### config.mk
export PLATFORM = sky130hd
export DESIGN_NAME = wfault_recorder
export DESIGN_NICKNAME = d
export VERILOG_FILES = /design/src/rtl/wfault_pkg.sv /design/src/rtl/wfault_timer.sv /design/src/rtl/wfault_capture.sv /design/src/rtl/wfault_regif.sv /design/src/rtl/wfault_recorder.sv
export SDC_FILE = /design/constraint.sdc
export NUM_CORES = 1
export LEC_CHECK = 0
export ABC_AREA = 1
export BUFFER_PORTS_ARGS = -buffer_cell sky130_fd_sc_hd__buf_2
export CORE_ASPECT_RATIO = 0.6
export CORE_MARGIN = 8
export CORE_UTILIZATION = 38
export DETAILED_ROUTE_END_ITERATION = 10
export MAX_ROUTING_LAYER = met4
export PLACE_DENSITY_LB_ADDON = 0.3
export SETUP_SLACK_MARGIN = 0.15
export SKIP_LAST_GASP = 1
export SYNTH_ARGS = -nofsm -noshare
export SYNTH_HDL_FRONTEND = slang
export SYNTH_HIERARCHICAL = 1
export SYNTH_SLANG_ARGS = --single-unit
### constraint.sdc
create_clock -name clk -period 2.9 [get_ports clk]
set_input_delay 0.29 -clock clk [delete_from_list [all_inputs] [get_ports clk]]
set_output_delay 0.29 -clock clk [all_outputs]
set_load 0.1 [all_outputs]
### src/rtl/wfault_pkg.sv
package wfault_pkg;
  localparam int REG_W = 32;
  localparam logic [3:0] RESV_CODE = 4'h8;

  typedef struct packed {
    logic [2:0] size;
    logic       sup;
    logic       rd;
  } txn_attr_t;

  typedef struct packed {
    logic late;
    logic tmo;
    logic ack;
  } cause_t;
endpackage

### src/rtl/wfault_timer.sv
module wfault_timer
  import wfault_pkg::*;
#(
  parameter int LIMIT  = 320,
  parameter int ADDR_W = 32
) (
  input  logic              clk,
  input  logic              rst,
  input  logic              busy,
  input  txn_attr_t         attr_in,
  input  logic [ADDR_W-1:0] addr_in,
  output logic              tmo_pulse,
  output txn_attr_t         tmo_attr,
  output logic [ADDR_W-1:0] tmo_addr
);
  localparam int CNT_W = (LIMIT < 2) ? 1 : $clog2(LIMIT);
  localparam logic [CNT_W-1:0] LAST = CNT_W'(LIMIT - 1);

  logic [CNT_W-1:0] cnt_q;
  logic             fired_q;

  always_ff @(posedge clk) begin
    if (rst) begin
      cnt_q     <= '0;
      fired_q   <= 1'b0;
      tmo_pulse <= 1'b0;
      tmo_attr  <= '0;
      tmo_addr  <= '0;
    end else begin
      tmo_pulse <= 1'b0;
      if (!busy) begin
        cnt_q   <= '0;
        fired_q <= 1'b0;
      end else if (!fired_q) begin
        if (cnt_q == LAST) begin
          tmo_pulse <= 1'b1;
          fired_q   <= 1'b1;
          tmo_attr  <= attr_in;
          tmo_addr  <= addr_in;
        end else begin
          cnt_q <= cnt_q + 1'b1;
        end
      end
    end
  end

  // The timeout can only follow a cycle with the write still busy
  assert_pulse_needs_busy_R5: assert property (@(posedge clk) disable iff (rst)
    tmo_pulse |-> $past(busy));

  // One pulse per long write
  assert_single_pulse_R6: assert property (@(posedge clk) disable iff (rst)
    tmo_pulse |=> !tmo_pulse);
endmodule

### src/rtl/wfault_capture.sv
module wfault_capture
  import wfault_pkg::*;
#(
  parameter int ADDR_W = 32
) (
  input  logic              clk,
  input  logic              rst,
  input  logic              late_in,
  input  logic              ack_in,
  input  logic              tmo_in,
  input  txn_attr_t         now_attr,
  input  logic [ADDR_W-1:0] now_addr,
  input  txn_attr_t         tmo_attr,
  input  logic [ADDR_W-1:0] tmo_addr,
  input  logic              clr,
  output cause_t            cause_q,
  output txn_attr_t         attr_q,
  output logic              multi_q,
  output logic              valid_q,
  output logic [ADDR_W-1:0] addr_q
);
  logic              any_ev;
  logic              many_ev;
  txn_attr_t         pick_attr;
  logic [ADDR_W-1:0] pick_addr;
  cause_t            new_cause;

  always_comb begin
    new_cause = '{late: late_in, tmo: tmo_in, ack: ack_in};
    any_ev    = late_in | ack_in | tmo_in;
    many_ev   = ($countones({late_in, ack_in, tmo_in}) > 1);
    if (late_in || ack_in) begin
      pick_attr = now_attr;
      pick_addr = now_addr;
    end else begin
      pick_attr = tmo_attr;
      pick_addr = tmo_addr;
    end
  end

  always_ff @(posedge clk) begin
    if (rst) begin
      cause_q <= '0;
      attr_q  <= '0;
      multi_q <= 1'b0;
      valid_q <= 1'b0;
      addr_q  <= '0;
    end else if (any_ev && (clr || !valid_q)) begin
      cause_q <= new_cause;
      attr_q  <= pick_attr;
      addr_q  <= pick_addr;
      multi_q <= many_ev;
      valid_q <= 1'b1;
    end else if (clr) begin
      cause_q <= '0;
      attr_q  <= '0;
      addr_q  <= '0;
      multi_q <= 1'b0;
      valid_q <= 1'b0;
    end else if (any_ev) begin
      multi_q <= 1'b1;
    end
  end

  // A clear with no new fault empties the recorder
  assert_clear_empties_R9: assert property (@(posedge clk) disable iff (rst)
    (clr && !any_ev) |=> (!valid_q && cause_q == '0));

  // A later fault raises the multiple flag
  assert_multi_flag_R7: assert property (@(posedge clk) disable iff (rst)
    (valid_q && any_ev && !clr) |=> multi_q);

  // A held fault keeps its captured attributes
  assert_hold_first_R7: assert property (@(posedge clk) disable iff (rst)
    (valid_q && !clr) |=> ($stable(addr_q) && $stable(attr_q) && $stable(cause_q)));
endmodule

### src/rtl/wfault_regif.sv
module wfault_regif
  import wfault_pkg::*;
#(
  parameter int ADDR_W = 32
) (
  input  logic              clk,
  input  logic              rst,
  input  logic              sel,
  input  logic              wr,
  input  logic [REG_W-1:0]  wdata,
  input  cause_t            cause,
  input  txn_attr_t         attr,
  input  logic              multi,
  input  logic              valid,
  input  logic [ADDR_W-1:0] addr,
  output logic              clr,
  output logic [REG_W-1:0]  rdata
);
  logic [REG_W-1:0] status_w;
  logic [REG_W-1:0] addr_w;

  always_comb begin
    clr      = wr && !sel && wdata[REG_W-1];
    status_w = {(cause.late | cause.tmo | cause.ack), cause.late, cause.tmo, cause.ack,
                attr.size, attr.sup, RESV_CODE, multi, attr.rd, valid, 17'b0};
    addr_w   = REG_W'(addr);
  end

  always_ff @(posedge clk) begin
    if (rst) rdata <= '0;
    else     rdata <= sel ? addr_w : status_w;
  end
endmodule

### src/rtl/wfault_recorder.sv
module wfault_recorder
  import wfault_pkg::*;
#(
  parameter int ADDR_W     = 32,
  parameter int CLK_KHZ    = 25000,
  parameter int TIMEOUT_NS = 12800
) (
  input  logic              clk,
  input  logic              rst,
  input  logic              wr_busy,
  input  logic              late_err,
  input  logic              ack_err,
  input  logic [2:0]        txn_size,
  input  logic              txn_super,
  input  logic              txn_read,
  input  logic [ADDR_W-1:0] txn_addr,
  input  logic              reg_sel,
  input  logic              reg_wr,
  input  logic [31:0]       reg_wdata,
  output logic [31:0]       reg_rdata
);
  localparam int RAW_LIMIT = (CLK_KHZ * TIMEOUT_NS) / 1000000;
  localparam int LIMIT     = (RAW_LIMIT < 2) ? 2 : RAW_LIMIT;

  txn_attr_t         now_attr, tmo_attr, attr_q;
  logic [ADDR_W-1:0] tmo_addr, addr_q;
  logic              tmo_pulse, clr, multi_q, valid_q;
  cause_t            cause_q;

  assign now_attr = '{size: txn_size, sup: txn_super, rd: txn_read};

  wfault_timer #(.LIMIT(LIMIT), .ADDR_W(ADDR_W)) u_timer (
    .clk(clk), .rst(rst), .busy(wr_busy), .attr_in(now_attr), .addr_in(txn_addr),
    .tmo_pulse(tmo_pulse), .tmo_attr(tmo_attr), .tmo_addr(tmo_addr));

  wfault_capture #(.ADDR_W(ADDR_W)) u_capture (
    .clk(clk), .rst(rst), .late_in(late_err), .ack_in(ack_err), .tmo_in(tmo_pulse),
    .now_attr(now_attr), .now_addr(txn_addr), .tmo_attr(tmo_attr), .tmo_addr(tmo_addr),
    .clr(clr), .cause_q(cause_q), .attr_q(attr_q), .multi_q(multi_q),
    .valid_q(valid_q), .addr_q(addr_q));

  wfault_regif #(.ADDR_W(ADDR_W)) u_regif (
    .clk(clk), .rst(rst), .sel(reg_sel), .wr(reg_wr), .wdata(reg_wdata),
    .cause(cause_q), .attr(attr_q), .multi(multi_q), .valid(valid_q), .addr(addr_q),
    .clr(clr), .rdata(reg_rdata));
endmodule

==> summary by stage, run 1 <==
Run status
The flow ran to the end, and the final reports show no timing, DRC or antenna violations.

STA
The post-route minimum period is 1730 ps. The headroom to the max-slew limit is 0.438. The final period utilization is 0.598. The total negative setup slack is 0 ps. At the pin with the least slew margin, the transition time is 840 ps. The number of failing hold endpoints at the final stage is 0. Setup violations remaining at the end of the flow were counted as 0. Setup repair after global routing left no endpoint under its margin. The fmax is 577 MHz. The final max-slew violation count came to 0. Across all setup checks in the final design, the least slack found is 1170 ps. The final setup skew is 9.56 ps.

Synth
The simple-gate portion of the synthesized area is 0.342. The most common cell in the synthesized netlist is sky130_fd_sc_hd__nand2_1. Yosys attributes the largest share of cell area to sky130_fd_sc_hd__dfxtp_1 46%, sky130_fd_sc_hd__nand2_1 18%, sky130_fd_sc_hd__nor2_1 9.9%. The number of flops mapped to enable cells by yosys is 0. The Yosys step of the flow raised 6 warnings. A synthesized cell averages 7.04 µm². The most used flip-flop cell after synthesis is sky130_fd_sc_hd__dfxtp_1.

The share of flip-flops with an asynchronous set or reset after synthesis is 0. The post-synthesis sequential area ratio is 0.459. Of the post-synthesis cell area, the dominant cell type holds 0.459. Of the total synthesized cell area, the portion taken by full adders, half adders and majority gates is 0.00470.

The cell area after synthesis is 5320 µm². Synthesis produced a netlist whose cell count is 756. Of the post-synthesis cell area, the part taken by muxes is 0.

The net count of the mapped netlist is 834. In the synthesized netlist, the cells that appear most often are 252 x sky130_fd_sc_hd__nand2_1, 141 x sky130_fd_sc_hd__nor2_1, 122 x sky130_fd_sc_hd__dfxtp_1. Counting distinct cell types in the post-synthesis netlist gives 28. The synthesized-area fraction occupied by ao, oa, aoi and oai cells came to 0.0835. After synthesis, the largest family of logic cells by area is simple AND/OR/NAND/NOR gates.

The cell taking the most area after synthesis is sky130_fd_sc_hd__dfxtp_1. The flop and latch count out of synthesis is 122. The xor/xnor share of the synthesized area is 0.

Floorplanning
The floorplan step defined a die boundary enclosing 18200 µm². The number of I/O pins is 108. The total area inside the core boundary comes to 13700 µm². The number of standard-cell rows in the floorplan is 33. The height of the die is 108 µm. From left edge to right edge, the die measures 169 µm. The effective utilization at floorplan is 0.389.

GRT
The first global-routing pass estimated 21.7 mm of wire. The total track usage is 0.155. The via count of the first global-routing pass is 4244. Summed over all layers, the global routing overflow is 0. The largest net degree at the start of global routing is 42. The number of antenna violations at the first check in global routing is 1.

Finish
In the final layout, the share of cells above drive strength 1 is 0.194. For this run, the post-layout net count is 897. The layout overhead on the synthesized area is 17.9%. Counting the fill cells in the layout gives 1429. After routing the design area is 6270 µm².

Pwr
The analysis attributes to cell leakage a power of 2.91 nW. Cell internal power was estimated by the tool at 3.06 mW. The worst-case IR drop observed on VDD is 0.400 mV. The part of the power in combinational logic is 0.104. The fraction of power spent switching nets is 0.270. The clock share of power is 0.479. Summing internal, switching and leakage power gives 4.20 mW.

The switching power total is 1.13 mW. The share of total power dissipated in sequential elements is 0.418. Power spread over the standard cell area amounts to 669 nW/µm².

Clock tree
The number of clock sinks is 122. The clock transition at the registers of the reported paths is 60 ps. TritonCTS built the clock tree. The clock latency on the worst-skew pair is 410 ps. After clock tree synthesis, the repair step resized 0 gates.

The root buffer cell chosen for the clock tree is sky130_fd_sc_hd__clkbuf_16. CTS built an H-tree with a depth of 4. After clock tree synthesis, the flow added hold-fix buffers numbering 0. Counting the buffers created by CTS gives 17. The number of post-CTS setup repair buffers is 0. The buffer depth of the longest clock path is 2.

Detailed routing
The detailed router placed 4457 vias in this run. In this run the remaining antenna-violating nets after routing total 0. The count of routing violations after the opening detailed-route iteration is 236. In the routed design, unresolved DRC markers number 0. The number of search-and-repair iterations in the first detailed-routing pass is 4. Dividing the detail-routed via count by the number of cells gives 4.35.

In the final routed layout, each cell accounts on average for 12.8 µm. After detailed routing, the total wire length is 13.1 mm.

Critical path
The register-to-register setup slack is 1170 ps. The worst setup path is launched from a flip-flop. The worst stage delay on the critical path is 450 ps. Along the worst path, the maximum fanout reaches 37. The critical path class is flip-flop to flip-flop. For the worst setup path, the data required time is 3250 ps. Tracing the worst setup path back leads to its startpoint at u_timer/cnt_q[0]. In this design, the critical path's most frequently occurring cell is sky130_fd_sc_hd__nor2_1. The kind of end point of the critical path is a flip-flop. Walking the worst path, the cells encountered are ha_1 > nand3_2 > nor2_4 > nand2_2 > nor2_8 > nor2_1 > nor2_1. The cell at the slowest stage of the critical path is sky130_fd_sc_hd__nor2_8.

The arrival time at the worst endpoint is 2080 ps. The worst register-to-register path begins at u_timer/cnt_q[0].

Place
The port buffer count is 76. The final estimated routing congestion in global placement is 0.809. The pre-CTS setup slack is 799 ps. The wire-length estimate of the detail-placed layout is 8.63 mm.

The cell area after placement is 5700 µm².

Worst hold path
The path type of the worst min-delay path is primary input to flip-flop. The startpoint identified for the worst hold timing path is ack_err.

Run
The total of max-cap violations is 0.
==> critical path, delay by kind of cell (launching register included) <==
| kind | cells | cell delay, ps |
|---|---|---|
| adder cells (fa/ha/maj) | 1 | 240 |
| flip-flops | 1 | 380 |
| AND/OR/NAND/NOR | 6 | 1000 |
==> sequential cells by signal (all words and copies together), names as in the netlist <==
signal / cells
u_capture/cause_q: 3
u_timer/fired_q: 1
u_capture/multi_q: 1
u_timer/tmo_addr: 32
u_timer/tmo_attr: 5
u_capture/addr_q: 32
u_capture/valid_q: 1
u_timer/cnt_q: 9
u_capture/attr_q: 5
u_timer/tmo_pulse: 1
u_regif/rdata: 32
==> logic make-up after synthesis <==
| group | Yosys count |
|---|---|
| AND/OR/NAND/NOR | 451 |
| flip-flops | 122 |
| buffers and inverters | 118 |
| adder cells (fa/ha/maj) | 2 |
| AO/OA/AOI/OAI | 63 |
==> through the flow <==
stage | instances | utilization | hold slack [ps]
detailed placement | 992 | 0.417 | 416
global placement | 992 | 0.417 | 415
floorplan | 756 | - | 362
global route | 1025 | 0.459 | 198
finish | 1025 | 0.459 | 205
CTS | 1024 | 0.459 | 187
==> cell type report <==
cell class / count / area [µm²] / area share
diodes: 1 / 2.50 / 0.000399
well taps: 192 / 240 / 0.0383
clock buffers: 19 / 453 / 0.0722
flip-flops and latches: 122 / 2440 / 0.389
clock inverters: 13 / 119 / 0.0189
repair buffers: 82 / 425 / 0.0678
inverters: 80 / 300 / 0.0479
multi-input cells: 516 / 2290 / 0.365
==> path summary, 6_finish.rpt <==
path / to / cells past startpoint
hold reg to reg: u_regif/rdata[15] / 2
hold / removal: u_capture/cause_q[0] / 3
setup reg to reg: u_timer/tmo_addr[15] / 7
setup / recovery: u_timer/tmo_addr[15] / 7
==> cells in the final DEF (no fill, tap or decap), types with 4 or more instances in the layout <==
cell / instances
sky130_fd_sc_hd__buf_2: 76
sky130_fd_sc_hd__inv_1: 76
sky130_fd_sc_hd__clkbuf_16: 17
sky130_fd_sc_hd__nor2_1: 140
sky130_fd_sc_hd__a21oi_1: 18
sky130_fd_sc_hd__nand2_2: 4
sky130_fd_sc_hd__nand3_1: 44
sky130_fd_sc_hd__o21ai_0: 9
sky130_fd_sc_hd__inv_2: 4
sky130_fd_sc_hd__a21oi_2: 30
sky130_fd_sc_hd__buf_4: 6
sky130_fd_sc_hd__dfxtp_1: 122
sky130_fd_sc_hd__nand2_1: 252
sky130_fd_sc_hd__clkinvlp_4: 4
==> power groups by stage <==
| stage | clock, mW | sequential (mW) | combinational (mW) |
|---|---|---|---|
| finish | 2.01 | 1.75 | 0.435 |
| global route | 2.13 | 1.76 | 0.478 |
| CTS | 2.04 | 1.75 | 0.437 |
| detailed placement | 0 | 1.79 | 0.436 |
| global placement | 0 | 1.79 | 0.434 |
| floorplan | 0 | 1.90 | 0.224 |
==> routing by layer <==
layer / global-route usage / up-vias / part of all wire
met4: 0.0457 / 0 / 0.0078
met1: 0.218 / 1914 / 0.54
li1: - / 2419 / -
met2: 0.208 / 111 / 0.39
met3: 0.0458 / 13 / 0.063
met5: - / - / 0
(Power assumes the default switching activity.)
==> run 2, diff against run 1 <==
clock period = 1.57 ns   (was 2.9 ns; I/O delays follow)
==> summary by stage, run 2 (synthesis gave the netlist of run 1 again) <==
Run status
The flow ran to the end, and the final reports show no timing, DRC or antenna violations.

GRT
The number of antenna violations at the first check in global routing is 2 (+1). The total track usage came to 0.156 (+0.00134). The first-pass GRT wire length came to 21.8 mm (+0.54%). The largest net degree at the start of global routing was 39 (-7.1%). The total congestion overflow after global routing is 0 (unchanged). The via count of the first global-routing pass was 4263 (+0.45%).

Pwr
The maximum vdd ir drop is 0.644 mV (+61%). The internal power consumption is 5.54 mW (+81%). The part of the total power dissipated in sequential elements came to 0.412 (-0.006). The static leakage came to 3.14 nW (+8.1%).

The fraction of power spent switching nets is 0.294 (+0.0247). The power per standard cell area is 1150 nW/µm² (+72%). The part of the power in combinational logic is 0.109 (+0.005). The switching power total is 2.31 mW (+100%). The clock share of power is 0.479 (about the same).

STA
The headroom to the max-slew limit was 0.545 (+0.106). The least setup slack across all paths after layout was 51.2 ps (-1120 ps). The final period utilization was 0.967 (+0.370).

The final setup skew is 8.41 ps (-1.16 ps). The number of failing hold endpoints at the final stage is 0 (unchanged). Setup repair after global routing could not meet its margin everywhere. The final max-slew violation count is 0 (unchanged).

The number of endpoints failing setup at the final stage came to 0 (unchanged). The transition time of the tightest slew-check pin is 682 ps (-158 ps). The fmax was 658 MHz (+14%). The post-route minimum period is 1520 ps (-214 ps). The total negative setup slack was 0 ps (unchanged). The post-route worst hold slack is 68.7 ps (-136 ps).

Finish
The post-route core utilization is 0.500 (+0.0405). The layout overhead on the synthesized area is 28.3%. The share of layout cells above drive strength 1 is 0.235 (+0.0410). Leaving out fill and tap cells, the most frequent cell in the layout is sky130_fd_sc_hd__nand2_1. The top cell types in the final layout, fill and taps aside, are 250 x sky130_fd_sc_hd__nand2_1, 136 x sky130_fd_sc_hd__nor2_1, 119 x sky130_fd_sc_hd__dfxtp_1. The number of nets in the finished design is 922 (+2.8%). In the final layout, the registers with the most flip-flops are u_capture/addr_q: 32 flops, u_regif/rdata: 32 flops, u_timer/tmo_addr: 32 flops.

Place
The pre-CTS setup slack is 49.3 ps (-750 ps). The final estimated routing congestion in global placement is 0.809 (unchanged). The port buffer count is 76 (unchanged). The detailed-placement wirelength estimate was 8.75 mm (+1.4%).

Critical path
The kind of launch point of the worst setup path is a flip-flop. The top fanout value on the critical path was 10 (-73%). The capture instance of the worst register-to-register path is u_timer/tmo_addr[24].

The number of cell instances on the worst register-to-register path was 8 (+1). The critical path data required time was 1880 ps (-1370 ps). The worst setup path is captured at a flip-flop.

The register-to-register setup slack is 50 ps (-1120 ps). The critical path class is flip-flop to flip-flop. In this run the critical register-to-register path is launched from u_timer/cnt_q[0].

In this run the worst setup path begins at u_timer/cnt_q[0]. The arrival time at the worst endpoint was 1820 ps (-260 ps).

Run
The total of max-cap violations came to 0 (unchanged).

Detailed routing
The remaining number of nets flagged by the antenna check after routing came to 0 (unchanged). The final routed wirelength across all metal layers came to 14.3 mm (+9.2%). The average vias per placed instance was 4.43 (+1.8%). The count of unresolved DRC violations after routing is 0 (unchanged). The total via count in the routed design is 4652 (+4.4%). The count of routing violations after the opening detailed-route iteration is 308 (+31%).

The number of search-and-repair iterations in the first detailed-routing pass is 5 (+1). The wire length per cell after detailed routing is 13.6 µm (+6.5%).

Worst hold path
The path type of the worst min-delay path is primary input to flip-flop. The worst hold path begins at txn_addr[13]. The worst hold path depth came to 5 (+2). The worst hold path terminates at u_timer/tmo_addr[13].

Floorplanning
The effective utilization at floorplan is 0.389 (unchanged). The horizontal die dimension is 169 µm (unchanged). The number of standard-cell rows in the floorplan is 33 (unchanged).

The die outline area came to 18200 µm² (unchanged). The number of I/O pins is 108 (unchanged). The height of the die came to 108 µm (unchanged).

The placeable core area came to 13700 µm² (unchanged).

Clock tree
TritonCTS built the clock tree. The number of clock sinks came to 122 (unchanged). Clock tree synthesis selected as its root buffer the cell sky130_fd_sc_hd__clkbuf_16. The number of buffers created by CTS is 17 (unchanged).

The clock transition at the registers of the reported paths is 60 ps (about the same). The level count of the clock H-tree is 4 (unchanged). The clock latency on the worst-skew pair is 420 ps (about the same). The buffer depth of the longest clock path came to 2 (unchanged).
-- run 2: cell count changes in the layout (fill, tap and decap cells not counted), sizes merged --
cell,previous run,this run
buf,82,101
bufinv,1,0
clkbuf,19,23
clkinv,6,1
clkinvlp,4,3
diode,1,2
inv,82,91
-- run 2: worst max-delay path by stage --
stage                            to  slack, ps  cells past startpoint
4_1_cts        u_timer/tmo_addr[25]        120                      8
3_5_place_dp   u_timer/tmo_addr[26]         50                      8
2_1_floorplan   u_timer/tmo_addr[0]        240                      8
6_report       u_timer/tmo_addr[24]         50                      8
3_3_place_gp   u_timer/tmo_addr[12]         70                      8
5_1_grt        u_timer/tmo_addr[24]          7                      8
-- run 2: power by group through the flow --
stage | logic, mW | clock network [mW] | registers, mW
finish | 0.857 | 3.76 | 3.24
detailed placement | 0.845 | 0 | 3.30
global placement | 0.842 | 0 | 3.30
CTS | 0.854 | 3.82 | 3.24
floorplan | 0.414 | 0 | 3.51
global route | 0.937 | 3.94 | 3.24
-- run 2: critical path: stages, from the launching register on --
cell                        delay [ps]
sky130_fd_sc_hd__dfxtp_4           360
sky130_fd_sc_hd__ha_4              160
sky130_fd_sc_hd__nand4_1           190
sky130_fd_sc_hd__nor2_4            190
sky130_fd_sc_hd__buf_12            140
sky130_fd_sc_hd__clkbuf_16         160
sky130_fd_sc_hd__nand3_1            80
sky130_fd_sc_hd__nand2_1            80
sky130_fd_sc_hd__nor2_1             50
-- run 2: through the flow --
step | power [mW] | std cells | area [µm²]
2_1_floorplan | 3.93 | 756 | 5320
3_3_place_gp | 4.15 | 1000 | 5850
3_5_place_dp | 4.15 | 1000 | 5850
4_1_cts | 7.91 | 1038 | 6560
5_1_grt | 8.13 | 1051 | 6830
6_report | 7.85 | 1051 | 6830
-- run 2: layout make-up --
class	count	area [µm²]
diodes	2	5.00
multi-input cells	516	2370
clock buffers	17	425
repair buffers	107	891
inverters	80	300
fillers	1333	6840
well taps	192	240
flip-flops and latches	122	2450
clock inverters	15	145
-- run 2: timing repair --
item | CTS | global route
setup endpoints to repair | 43 | 46
buffers inserted | 4 | 3
pin swaps | 1 | 6
gates cloned | 2 | 8
hold buffers | 0 | 0
resized for setup | 8 | 16
-- run 2: routing by layer --
| layer | vias up | GRT usage | part of all wire |
|---|---|---|---|
| met5 | - | - | 0 |
| met1 | 2039 | 0.222 | 0.53 |
| met2 | 130 | 0.206 | 0.39 |
| li1 | 2479 | - | - |
| met3 | 4 | 0.0450 | 0.068 |
| met4 | 0 | 0.0482 | 0.0043 |
